## config.mk

```make
export PLATFORM = sky130hd
export DESIGN_NAME = irq_aggregator
export DESIGN_NICKNAME = d
export VERILOG_FILES = /design/src/rtl/irq_agg_pkg.sv /design/src/rtl/irq_flag_bank.sv /design/src/rtl/irq_enable_reg.sv /design/src/rtl/irq_host_port.sv /design/src/rtl/irq_request.sv /design/src/rtl/irq_aggregator.sv
export SDC_FILE = /design/constraint.sdc
export NUM_CORES = 1
export LEC_CHECK = 0
export BUFFER_PORTS_ARGS = -buffer_cell sky130_fd_sc_hd__buf_2
export CAP_MARGIN = 0
export CORE_AREA = 2 2 64 66
export CTS_CLUSTER_SIZE = 16
export DETAILED_ROUTE_END_ITERATION = 10
export DIE_AREA = 0 0 66 68
export PLACE_DENSITY = 0.83
export RECOVER_POWER = 100
export SYNTH_ARGS = -nofsm -noshare
export SYNTH_HDL_FRONTEND = slang
export SYNTH_HIERARCHICAL = 1
export SYNTH_SLANG_ARGS = --single-unit
```

## constraint.sdc

```tcl
create_clock -name clk -period 1.8 [get_ports clk]
set_clock_uncertainty 0.1 [all_clocks]
set_input_delay 0.09 -clock clk [delete_from_list [all_inputs] [get_ports clk]]
set_output_delay 0.09 -clock clk [all_outputs]
set_load 0.05 [all_outputs]
```

## src/rtl/irq_agg_pkg.sv

```systemverilog
package irq_agg_pkg;

    localparam int DATA_W    = 8;
    localparam int NUM_BANKS = 2;
    localparam int ADDR_W    = 3;

    // Positions that exist in each bank; everything else is tied off.
    localparam logic [DATA_W-1:0] BANK0_VALID = 8'hFF;
    localparam logic [DATA_W-1:0] BANK1_VALID = 8'h3D;

    function automatic logic [DATA_W-1:0] bank_valid(input int bank);
        return (bank == 0) ? BANK0_VALID : BANK1_VALID;
    endfunction

    // Address groups: destructive status, enable, non-destructive peek.
    localparam int STAT_BASE = 0;
    localparam int EN_BASE   = NUM_BANKS;
    localparam int PEEK_BASE = 2 * NUM_BANKS;

endpackage

```

## src/rtl/irq_flag_bank.sv

```systemverilog
module irq_flag_bank #(
    parameter int                DATA_W = 8,
    parameter logic [DATA_W-1:0] VALID  = '1
) (
    input  logic              clk,
    input  logic              rst_n,
    input  logic [DATA_W-1:0] evt_i,
    input  logic              clr_i,
    output logic [DATA_W-1:0] flag_q_o,
    output logic [DATA_W-1:0] flag_d_o
);

    typedef struct packed {
        logic [DATA_W-1:0] flags;
    } bank_state_t;

    bank_state_t s_d, s_q;

    always_comb begin
        s_d = s_q;
        if (clr_i) begin
            s_d.flags = '0;
        end
        // New pulses win over the clear so nothing arriving mid-read is lost.
        s_d.flags = (s_d.flags | evt_i) & VALID;
    end

    always_ff @(posedge clk or negedge rst_n) begin
        if (!rst_n) begin
            s_q <= '0;
        end else begin
            s_q <= s_d;
        end
    end

    assign flag_q_o = s_q.flags;
    assign flag_d_o = s_d.flags;


    flag_hold_chk: assert property (@(posedge clk) disable iff (!rst_n)
        !clr_i |=> ((flag_q_o & $past(flag_q_o)) == $past(flag_q_o)));


    evt_capture_chk: assert property (@(posedge clk) disable iff (!rst_n)
        (|(evt_i & VALID)) |=> ((flag_q_o & $past(evt_i & VALID)) == $past(evt_i & VALID)));


    clear_empty_chk: assert property (@(posedge clk) disable iff (!rst_n)
        (clr_i && !(|evt_i)) |=> (flag_q_o == '0));

endmodule

```

## src/rtl/irq_enable_reg.sv

```systemverilog
module irq_enable_reg #(
    parameter int                DATA_W = 8,
    parameter logic [DATA_W-1:0] VALID  = '1
) (
    input  logic              clk,
    input  logic              rst_n,
    input  logic              wr_i,
    input  logic [DATA_W-1:0] wdata_i,
    output logic [DATA_W-1:0] en_q_o,
    output logic [DATA_W-1:0] en_d_o
);

    typedef struct packed {
        logic [DATA_W-1:0] en;
    } en_state_t;

    en_state_t s_d, s_q;

    always_comb begin
        s_d = s_q;
        if (wr_i) begin
            s_d.en = wdata_i & VALID;
        end
    end

    always_ff @(posedge clk or negedge rst_n) begin
        if (!rst_n) begin
            s_q.en <= VALID;
        end else begin
            s_q <= s_d;
        end
    end

    assign en_q_o = s_q.en;
    assign en_d_o = s_d.en;


    en_stable_chk: assert property (@(posedge clk) disable iff (!rst_n)
        !wr_i |=> $stable(en_q_o));

endmodule

```

## src/rtl/irq_host_port.sv

```systemverilog
module irq_host_port #(
    parameter int NUM_BANKS = 2,
    parameter int DATA_W    = 8,
    parameter int ADDR_W    = 3
) (
    input  logic                              clk,
    input  logic                              rst_n,
    input  logic [ADDR_W-1:0]                 addr_i,
    input  logic                              rd_i,
    input  logic                              wr_i,
    input  logic [NUM_BANKS-1:0][DATA_W-1:0]  flags_i,
    input  logic [NUM_BANKS-1:0][DATA_W-1:0]  en_i,
    output logic [NUM_BANKS-1:0]              clr_o,
    output logic [NUM_BANKS-1:0]              en_wr_o,
    output logic [DATA_W-1:0]                 rdata_o
);

    import irq_agg_pkg::STAT_BASE;
    import irq_agg_pkg::EN_BASE;
    import irq_agg_pkg::PEEK_BASE;

    typedef struct packed {
        logic [DATA_W-1:0] rdata;
    } port_state_t;

    port_state_t       s_d, s_q;
    logic [DATA_W-1:0] rsel;

    always_comb begin
        s_d     = s_q;
        clr_o   = '0;
        en_wr_o = '0;
        rsel    = '0;
        for (int b = 0; b < NUM_BANKS; b++) begin
            if (addr_i == ADDR_W'(STAT_BASE + b)) begin
                rsel     = flags_i[b];
                clr_o[b] = rd_i;
            end
            if (addr_i == ADDR_W'(EN_BASE + b)) begin
                rsel       = en_i[b];
                en_wr_o[b] = wr_i;
            end
            if (addr_i == ADDR_W'(PEEK_BASE + b)) begin
                rsel = flags_i[b];
            end
        end
        // Snapshot taken on the same edge as the clear.
        if (rd_i) begin
            s_d.rdata = rsel;
        end
    end

    always_ff @(posedge clk or negedge rst_n) begin
        if (!rst_n) begin
            s_q <= '0;
        end else begin
            s_q <= s_d;
        end
    end

    assign rdata_o = s_q.rdata;


    rdata_hold_chk: assert property (@(posedge clk) disable iff (!rst_n)
        !rd_i |=> $stable(rdata_o));


    single_clear_chk: assert property (@(posedge clk) disable iff (!rst_n)
        $countones(clr_o) <= 1);

endmodule

```

## src/rtl/irq_request.sv

```systemverilog
module irq_request #(
    parameter int NUM_BANKS = 2,
    parameter int DATA_W    = 8
) (
    input  logic                             clk,
    input  logic                             rst_n,
    input  logic [NUM_BANKS-1:0][DATA_W-1:0] flag_d_i,
    input  logic [NUM_BANKS-1:0][DATA_W-1:0] en_d_i,
    input  logic [NUM_BANKS-1:0][DATA_W-1:0] flag_q_i,
    input  logic [NUM_BANKS-1:0][DATA_W-1:0] en_q_i,
    output logic                             irq_n_o
);

    typedef struct packed {
        logic irq_n;
    } req_state_t;

    req_state_t s_d, s_q;

    always_comb begin
        s_d       = s_q;
        s_d.irq_n = ~(|(flag_d_i & en_d_i));
    end

    always_ff @(posedge clk or negedge rst_n) begin
        if (!rst_n) begin
            s_q.irq_n <= 1'b1;
        end else begin
            s_q <= s_d;
        end
    end

    assign irq_n_o = s_q.irq_n;


    req_level_chk: assert property (@(posedge clk) disable iff (!rst_n)
        irq_n_o == !(|(flag_q_i & en_q_i)));


    req_hold_chk: assert property (@(posedge clk) disable iff (!rst_n)
        (!irq_n_o && (|(flag_d_i & en_d_i))) |=> !irq_n_o);

endmodule

```

## src/rtl/irq_aggregator.sv

```systemverilog
module irq_aggregator
    import irq_agg_pkg::*;
#(
    localparam int EVT_W = NUM_BANKS * DATA_W
) (
    input  logic              clk,
    input  logic              rst_n,
    input  logic [EVT_W-1:0]  src_evt_i,
    input  logic [ADDR_W-1:0] addr_i,
    input  logic              rd_en_i,
    input  logic              wr_en_i,
    input  logic [DATA_W-1:0] wr_data_i,
    output logic [DATA_W-1:0] rd_data_o,
    output logic              irq_n_o
);

    logic [NUM_BANKS-1:0][DATA_W-1:0] flag_q, flag_d, en_q, en_d;
    logic [NUM_BANKS-1:0]             clr, en_wr;

    for (genvar b = 0; b < NUM_BANKS; b++) begin : g_bank
        irq_flag_bank #(
            .DATA_W (DATA_W),
            .VALID  (bank_valid(b))
        ) flag_i (
            .clk      (clk),
            .rst_n    (rst_n),
            .evt_i    (src_evt_i[b*DATA_W +: DATA_W]),
            .clr_i    (clr[b]),
            .flag_q_o (flag_q[b]),
            .flag_d_o (flag_d[b])
        );

        irq_enable_reg #(
            .DATA_W (DATA_W),
            .VALID  (bank_valid(b))
        ) en_i (
            .clk     (clk),
            .rst_n   (rst_n),
            .wr_i    (en_wr[b]),
            .wdata_i (wr_data_i),
            .en_q_o  (en_q[b]),
            .en_d_o  (en_d[b])
        );
    end

    irq_host_port #(
        .NUM_BANKS (NUM_BANKS),
        .DATA_W    (DATA_W),
        .ADDR_W    (ADDR_W)
    ) port_i (
        .clk     (clk),
        .rst_n   (rst_n),
        .addr_i  (addr_i),
        .rd_i    (rd_en_i),
        .wr_i    (wr_en_i),
        .flags_i (flag_q),
        .en_i    (en_q),
        .clr_o   (clr),
        .en_wr_o (en_wr),
        .rdata_o (rd_data_o)
    );

    irq_request #(
        .NUM_BANKS (NUM_BANKS),
        .DATA_W    (DATA_W)
    ) req_i (
        .clk      (clk),
        .rst_n    (rst_n),
        .flag_d_i (flag_d),
        .en_d_i   (en_d),
        .flag_q_i (flag_q),
        .en_q_i   (en_q),
        .irq_n_o  (irq_n_o)
    );


    reserved_zero_chk: assert property (@(posedge clk) disable iff (!rst_n)
        (rd_en_i && addr_i == ADDR_W'(STAT_BASE + 1)) |=> (rd_data_o[1] == 1'b0));

endmodule

```

==> results.tsv, run 1 <==
metric	value	unit
status	finished clean	
grt_max_degree	39	
syn_area	2020	µm²
place_area	2250	µm²
gp_congestion	0.814	
wl_met3	172	µm
io_pins	40	
synth_common_cells	dfrtp_1 (24), dfstp_2 (14), a21o_1 (13), mux2_4 (13), inv_1 (9)	
drive_gt1_frac	0.293	
cp-start-kind	input pin	
fin_ws	151	ps
drc	0	
cts-root-buf	clkbuf_8	
cts_setup_buffers	0	
fp.dieW	66	µm
post-synth-top-area-fraction	0.297	
final_nets	259	
cts-resized-gates	0	
postRouteAntennaNets	0	
die-area	4490	µm²
dr_total_vias	1544	
drt_iter0_markers	103	
post-dp-hpwl	3.16	mm
ys_ff_latch	38	
synthTopCellsByArea	dfrtp_1 (30%), dfstp_2 (18%), mux2_4 (9.7%), a21o_1 (4.8%), a221o_1 (4.0%)	
avgViaCountPerCell	5.53	
synth_top_cell_by_area	dfrtp_1	
synth_area_per_cell	12.3	µm²
synthSimpleGateAreaFrac	0.108	
fin_crit_sh	0.916	
fp.dieH	68	µm
synth.area.mux_share	0.0966	
grt-ovfl-total	0	
min_period	1650	ps
synth_most_common_cell	dfrtp_1	
n_antenna_cell	0	
hold_buffers	22	
p_total	0.00217	W
top_layer	met4	
report.final.slew_viol_count	0	
placed_cells	249	
ys_warn_count	6	
path_clk_slew	70	ps
insertion_delay	290	ps
yosysUniqueCellTypes	30	
numPortBuffers	36	
p_per_area	866	nW/µm²
wl_per_cell	16.3	µm
area_delta_synth_final	24.1	%
hold_violations	0	
synthAdderAreaFrac	0	
cp.required	1930	ps
row_count	23	
synthArstFlopShare	1.00	
place_ws	-54.0	ps
wl	4.54	mm
cts.path.max_buffers	2	
cts_tree	done	
ys.flop_type	dfrtp_1	
maxCapViolCount	0	
grt_pass1_wl	7.30	mm
wl_met2	2.11	mm
ir_worst_vdd	0.000593	V
crit_type	input pin to flop	
ys_seq_area_frac	0.479	
worst_pin_slew	910	ps
finalInstanceArea	2510	µm²
track_usage	0.223	
core	3860	µm²
synth_edf_count	0	
crit_fanout	5	
initial_utilization	0.524	
drtPass1Iterations	4	
htree_levels	2	
synth-compound-area-share	0.229	
hold_class	input pin to flop	
synth_top_family_by_area	compound AO/OA/AOI/OAI gates	
grt_pass1_vias	1469	
cts_made_buffers	5	
finalSetupViolCount	0	
cp-end-kind	flop	
cp.arrival	1780	ps
wl_met1	2.13	mm
finalNonFillerCells	279	
synth_xor_area_frac	0	
antenna_found_initial	0	
cts.sinks	38	
leakagePower	1.08	nW
maxSlewHeadroom	0.393	
netlist_instances	164	
rsz0062_at_grt	no	
clock.fmax	606	MHz
per-layer routing:
layer  track usage  vias to the layer above
li1              -                      734
met1         0.297                      760
met2         0.343                       41
met3        0.0461                        9
met4         0.122                        0
met5             0                        -
worst max-delay path, cell delays in order:
cell,delay [ps]
clkbuf_1,90
nand2b_1,180
nor3_1,240
buf_4,210
mux2_1,350
a22o_1,220
a221oi_2,170
and4_1,220
through the flow:
step                hold WS [ps]  setup TNS [ps]  utilization
finish                       215               0        0.651
global route                 221               0        0.651
CTS                          187               0        0.666
detailed placement          63.2           -54.0        0.584
global placement            55.9           -30.2        0.584
floorplan                   -306               0            -
cells by family (layout without fill, tap and decap cells):
| kind of cell | after synthesis | in the layout |
|---|---|---|
| compound gates | 53 | 53 |
| buf+inv | 30 | 90 |
| flops | 38 | 38 |
| mux | 13 | 13 |
| other cells | 1 | 6 |
| simple gates | 29 | 29 |
cells in the final DEF, fill, tap and decap left out, types with 6 or more instances in the layout:
cell,instances
buf_2,26
dfrtp_1,24
dlygate4sd3_1,22
a21o_1,13
clkbuf_1,11
dfstp_2,10
inv_1,10
mux2_1,9
buf_4,9
o21ai_0,8
or3b_1,8
o221ai_1,8
o311a_1,8
nor2b_1,8
a221o_1,8
clkbuf_8,6
conb_1,6
final timing paths:
kind / startpoint / endpoint / slack [ps] / depth (start not counted)
setup / recovery: addr_i[2] / req_i/irq_n_o$_DFF_PN1_ / 150 / 8
hold / removal: addr_i[1] / g_bank[1].flag_i/flag_q_o[5]$_DFF_PN0_ / 210 / 4
setup reg to reg: g_bank[0].en_i/en_q_o[6]$_DFF_PN1_ / req_i/irq_n_o$_DFF_PN1_ / 330 / 4
hold reg to reg: g_bank[0].flag_i/flag_q_o[7]$_DFF_PN0_ / g_bank[0].flag_i/flag_q_o[7]$_DFF_PN0_ / 420 / 1
max in group asynchronous: rst_n / g_bank[0].flag_i/flag_q_o[0]$_DFF_PN0_ / 590 / 3
min in group asynchronous: rst_n / g_bank[0].flag_i/flag_q_o[7]$_DFF_PN0_ / 440 / 3
flip-flops by register name (all words and copies together), names as in the netlist:
name and flops:
g_bank.en_i/en_q_o 16, g_bank.flag_i/flag_q_o 13, port_i/rdata_o 8, req_i/irq_n_o 1
layout make-up:
class	instances	area, µm²
Sequential cell	38	968
Fill cell	321	1350
Timing Repair Buffer	70	472
Multi-Input combinational cell	101	863
Clock inverter	2	12.5
Inverter	12	47.5
Clock buffer	6	82.6
Tap cell	50	62.6
power by group:
| part | switching [W] | internal, W |
|---|---|---|
| registers | 0.0000613 | 0.000995 |
| logic | 0.000282 | 0.000229 |
| clock network | 0.000297 | 0.000307 |
(Power assumes the default switching activity.)
==> inputs of run 2 (changes only) <==
Settings changed: REMOVE_ABC_BUFFERS set to 1.
Clock period 1.8 ns to 1.65 ns, I/O delays scaled along.
==> run 2 against run 1 <==
Die area unchanged. Largest power group unchanged. Total power up 26%. Utilization up 4.3 points. First-iteration DRC count down 15%. Critical endpoint unchanged.
==> results.tsv, run 2 (synthesized netlist as in run 1, its figures left out) <==
metric	value	unit
die-area	4490	µm²
worst-path-buf-inv	3	
cts.sinks	38	
ir_worst_vdd	0.000902	V
area_delta_synth_final	32.3	%
clock.fmax	617	MHz
wl_per_cell	18.7	µm
io_pins	40	
antenna_found_initial	0	
cts-resized-gates	0	
initial_utilization	0.524	
rsz0062_at_grt	no	
cp_cell_sequence	clkbuf_1 > nand2b_1 > nor3_2 > buf_4 > buf_4 > mux2_1 > a221oi_2 > and4_1	
gp_congestion	0.897	
cts-root-buf	clkbuf_8	
fp.dieH	68	µm
core	3860	µm²
leakagePower	1.18	nW
cp-end-kind	flop	
min_period	1620	ps
crit_fanout	4	
reg2reg_depth	4	
crit_type	input pin to flop	
postRouteAntennaNets	0	
post-dp-hpwl	3.60	mm
status	finished clean	
cp.arrival	1770	ps
critPathMaxStageDelay	360	ps
whs_path_depth	4	
drtPass1Iterations	4	
dr_total_vias	1684	
cts_made_buffers	5	
grt_pass1_vias	1768	
cts.path.max_buffers	2	
wl	5.47	mm
track_usage	0.264	
slowest_stage	mux2_1	
crit_top_cell	buf_4	
worst_pin_slew	955	ps
place_ws	-186	ps
drive_gt1_frac	0.376	
insertion_delay	300	ps
n_antenna_cell	0	
numPortBuffers	36	
worst-path-stages	8	
path_delay_family	simple AND/OR/NAND/NOR gates	
avgViaCountPerCell	5.77	
path_clk_slew	80	ps
largest_reg_flops	16	
fin_hold_ws	197	ps
final_common_cell	buf_2	
final_cell_mix	buf_2 (26), dfrtp_1 (24), dlygate4sd3_1 (22)	
maxCapViolCount	0	
tns	0	ps
hold_class	input pin to flop	
fin_ws	28.4	ps
drc	0	
cts_tree	done	
cp.required	1800	ps
htree_levels	2	
grt_max_degree	39	
grt_pass1_wl	8.37	mm
finalSetupViolCount	0	
fin_crit_sh	0.983	
drt_iter0_markers	88	
row_count	23	
p_per_area	1030	nW/µm²
grt-ovfl-total	0	
hold_violations	0	
report.final.slew_viol_count	0	
maxSlewHeadroom	0.363	
cp-start-kind	input pin	
fp.dieW	66	µm
n_fill_cell	290	
final_nets	272	
==> run 2: cell types whose count changed in the layout (fill, tap and decap cells not counted), sizes merged <==
cell	before	now
inv	11	12
bufinv	0	2
buf	35	47
clkinvlp	1	0
clkinv	2	1
==> run 2: final cells by class <==
cell class              count  area [µm²]  share of cell area
repair buffers             83         569               0.213
multi-input cells         101         887               0.332
clock inverters             3        68.8              0.0257
inverters                  12        47.5              0.0178
well taps                  50        62.6              0.0234
flip-flops and latches     38         968               0.362
clock buffers               5        68.8              0.0257
==> run 2: worst register-to-register path, stage by stage (launching register included) <==
cell	delay [ps]
dfstp_2	370
mux2_4	270
a22o_1	220
a221oi_2	210
and4_1	230
==> run 2: final timing paths <==
path                                                           to                              startpoint  slack (ps)
max                                       req_i/irq_n_o$_DFF_PN1_                               addr_i[2]          30
min reg2reg                g_bank[0].flag_i/flag_q_o[2]$_DFF_PN0_  g_bank[0].flag_i/flag_q_o[2]$_DFF_PN0_         410
max reg2reg                               req_i/irq_n_o$_DFF_PN1_      g_bank[0].en_i/en_q_o[2]$_DFF_PN1_         200
min in group asynchronous  g_bank[0].flag_i/flag_q_o[6]$_DFF_PN0_                                   rst_n         440
max in group asynchronous           port_i/rdata_o[2]$_DFFE_PN0P_                                   rst_n         410
min                            g_bank[1].en_i/en_q_o[6]$_DFF_PN0_                                 wr_en_i         200
==> run 2: power breakdown <==
group | internal, W | switching (W) | total, W
Combinational | 0.000293 | 0.000339 | 0.000632
Clock | 0.000606 | 0.000349 | 0.000955
Sequential | 0.00109 | 0.0000635 | 0.00116
==> run 2: metrics by stage <==
stage / util / instance area (µm²) / power, W / std cells
floorplan: - / 1910 / 0.00155 / 151
finish: 0.693 / 2670 / 0.00274 / 292
detailed placement: 0.609 / 2350 / 0.00177 / 262
global route: 0.693 / 2670 / 0.00285 / 292
CTS: 0.702 / 2710 / 0.00276 / 292
global placement: 0.609 / 2350 / 0.00175 / 262
==> run 2: layer usage <==
layer  part of all wire  routed length [µm]  global-route usage
met1               0.39                2110               0.288
met2               0.51                2770               0.463
met3              0.064                 352              0.0641
met4              0.044                 239               0.163
met5                  0                   0                   0
==> run 2: repair_timing <==
item,in CTS,in global routing
hold buffers,22,0
hold endpoints to repair,49,0
buffers inserted,0,0
==> inputs of run 3 (changes only) <==
Settings changed: ABC_AREA set to 1, CAP_MARGIN 0 to unset, PLACE_DENSITY 0.83 to 0.81.
==> run 3 against run 2 <==
Sequential power shrank 3%. First-iteration DRC count grew 2.3%. Non-clock buffer count shrank 16. Critical endpoint is now irq_n_o. Highest routed layer unchanged.
==> results.tsv, run 3 <==
metric	value	unit
core	3860	µm²
cts.path.max_buffers	2	
worst_pin_slew	908	ps
path_clk_slew	70	ps
antenna_found_initial	0	
numPortBuffers	36	
final_common_cell	nand2_1	
grtUsageMet3	0.0477	
synthTopCellsByArea	dfrtp_1 (30%), nand2_1 (19%), dfstp_2 (19%), nand4_1 (10%), nor2_1 (6.1%)	
synth_top_cell_by_area	dfrtp_1	
n_antenna_cell	0	
synth_edf_count	0	
ir_worst_vdd	0.000422	V
place_area	2200	µm²
grt-busiest-layer	met2	
syn_area	1980	µm²
cts_made_buffers	5	
fin_hold_ws	189	ps
critPathMaxStageDelay	530	ps
crit_type	flop to output port	
io_pins	40	
status	finished clean	
min_period	1450	ps
avgViaCountPerCell	4.98	
cp-end-kind	output port	
cts.sinks	38	
seq_area	968	µm²
synth_common_cells	nand2_1 (99), nand4_1 (32), nor2_1 (32), inv_1 (27), dfrtp_1 (24)	
finalSetupViolCount	0	
post-dp-hpwl	3.27	mm
insertion_delay	290	ps
area_delta_synth_final	25.7	%
synthArstFlopShare	1.00	
maxSlewHeadroom	0.395	
hold_class	input pin to flop	
final_nets	359	
cp_cell_sequence	clkbuf_1	
initial_utilization	0.513	
gp_congestion	0.815	
synth_most_common_cell	nand2_1	
grt_util_met2	0.432	
die-area	4490	µm²
fin_crit_sh	0.880	
clock.fmax	689	MHz
cts_tree	done	
htree_levels	2	
maxCapViolCount	0	
met1_usage	0.288	
cp.required	1470	ps
grt-ovfl-total	0	
grt_max_degree	39	
netlist_instances	265	
finalInstanceArea	2480	µm²
row_count	23	
ys.flop_type	dfrtp_1	
leakagePower	1.28	nW
fp.dieW	66	µm
final_cell_mix	nand2_1 (99), nor2_1 (32), nand4_1 (32)	
path_delay_family	flip-flops	
ys_ff_latch	38	
slowest_stage	dfstp_2	
drc	0	
cp.arrival	1270	ps
drive_gt1_frac	0.179	
drt_iter0_markers	90	
crit_fanout	1	
fp.dieH	68	µm
wl_per_cell	12.8	µm
synth_area_per_cell	7.46	µm²
track_usage	0.239	
rsz0062_at_grt	no	
report.final.slew_viol_count	0	
drtPass1Iterations	4	
cp-start-kind	flop	
ys_warn_count	6	
cts-root-buf	clkbuf_8	
grt_pass1_vias	1768	
dr_total_vias	1888	
multi_input_area	796	µm²
largest_reg_flops	16	
post-synth-top-area-fraction	0.304	
postRouteAntennaNets	0	
hold_violations	0	
ys_seq_area_frac	0.490	
yosysUniqueCellTypes	17	
worst-path-buf-inv	1	
n_fill_cell	351	
p_total	0.00225	W
wl	4.86	mm
grt_pass1_wl	7.89	mm
p_per_area	907	nW/µm²
[run 3: cell types whose count changed in the layout (fill, tap and decap cells not counted), moves of 9 or more]
cell     change
a21o_1      -13
nor2_1      +32
nand4_1     +32
mux2_4       -9
nand2_1     +98
inv_1       +18
buf_4       -13
[run 3: power by group]
group | switching [W] | leakage [nW] | internal, W | total, W
Combinational | 0.000348 | 0.847 | 0.000175 | 0.000523
Clock | 0.000306 | 0.0395 | 0.000300 | 0.000606
Sequential | 0.0000523 | 0.398 | 0.00107 | 0.00112
Total | 0.000706 | 1.28 | 0.00155 | 0.00225
[run 3: final timing paths]
path	to	slack, ps	cells past startpoint	from
setup / recovery	irq_n_o	200	1	req_i/irq_n_o$_DFF_PN1_
hold / removal	port_i/rdata_o[4]$_DFFE_PN0P_	190	5	addr_i[1]
setup reg to reg	req_i/irq_n_o$_DFF_PN1_	490	7	g_bank[1].flag_i/flag_q_o[4]$_DFF_PN0_
hold reg to reg	g_bank[0].en_i/en_q_o[4]$_DFF_PN1_	390	2	g_bank[0].en_i/en_q_o[4]$_DFF_PN1_
max in group asynchronous	g_bank[0].flag_i/flag_q_o[0]$_DFF_PN0_	450	3	rst_n
min in group asynchronous	g_bank[1].en_i/en_q_o[6]$_DFF_PN0_	440	3	rst_n
[run 3: what timing repair did]
| item | 4_1_cts | 5_1_grt |
|---|---|---|
| hold endpoints to repair | 50 | 0 |
| buffers inserted | 0 | 0 |
| hold buffers | 22 | 0 |
| resized for setup | 0 | 0 |
[run 3: metrics by stage]
step	setup slack, ps	util	setup TNS [ps]	instances
2_1_floorplan	-151	-	-151	254
3_3_place_gp	53.2	0.570	0	349
3_5_place_dp	-23.7	0.570	-23.7	349
4_1_cts	260	0.648	0	379
5_1_grt	92.5	0.644	0	379
6_report	198	0.644	0	379
[run 3: worst register-to-register path: stages (launching register included)]
cell,delay [ps]
dfrtp_1,400
nand2_1,70
nand2_1,70
nand2_1,70
nand2_1,60
nor2_1,150
nand2_1,70
nor2_1,100
[run 3: cells by family after synthesis]
logic type	synth area share
and+or+nand+nor	0.371
buffers and inverters	0.117
DFF	0.490
AOI/OAI and AO/OA	0.0203
other	0.00190
[run 3: layout make-up]
cell class,count,share of cell area
Sequential cell,38,0.390
Multi-Input combinational cell,183,0.320
Timing Repair Buffer,67,0.183
Inverter,33,0.0498
Clock buffer,8,0.0322
Tap cell,50,0.0252
[run 3: per-layer routing]
| layer | up-vias | wire (µm) |
|---|---|---|
| li1 | 957 | - |
| met1 | 848 | 2000 |
| met2 | 77 | 2450 |
| met3 | 6 | 362 |
| met4 | 0 | 40 |
| met5 | - | 0 |
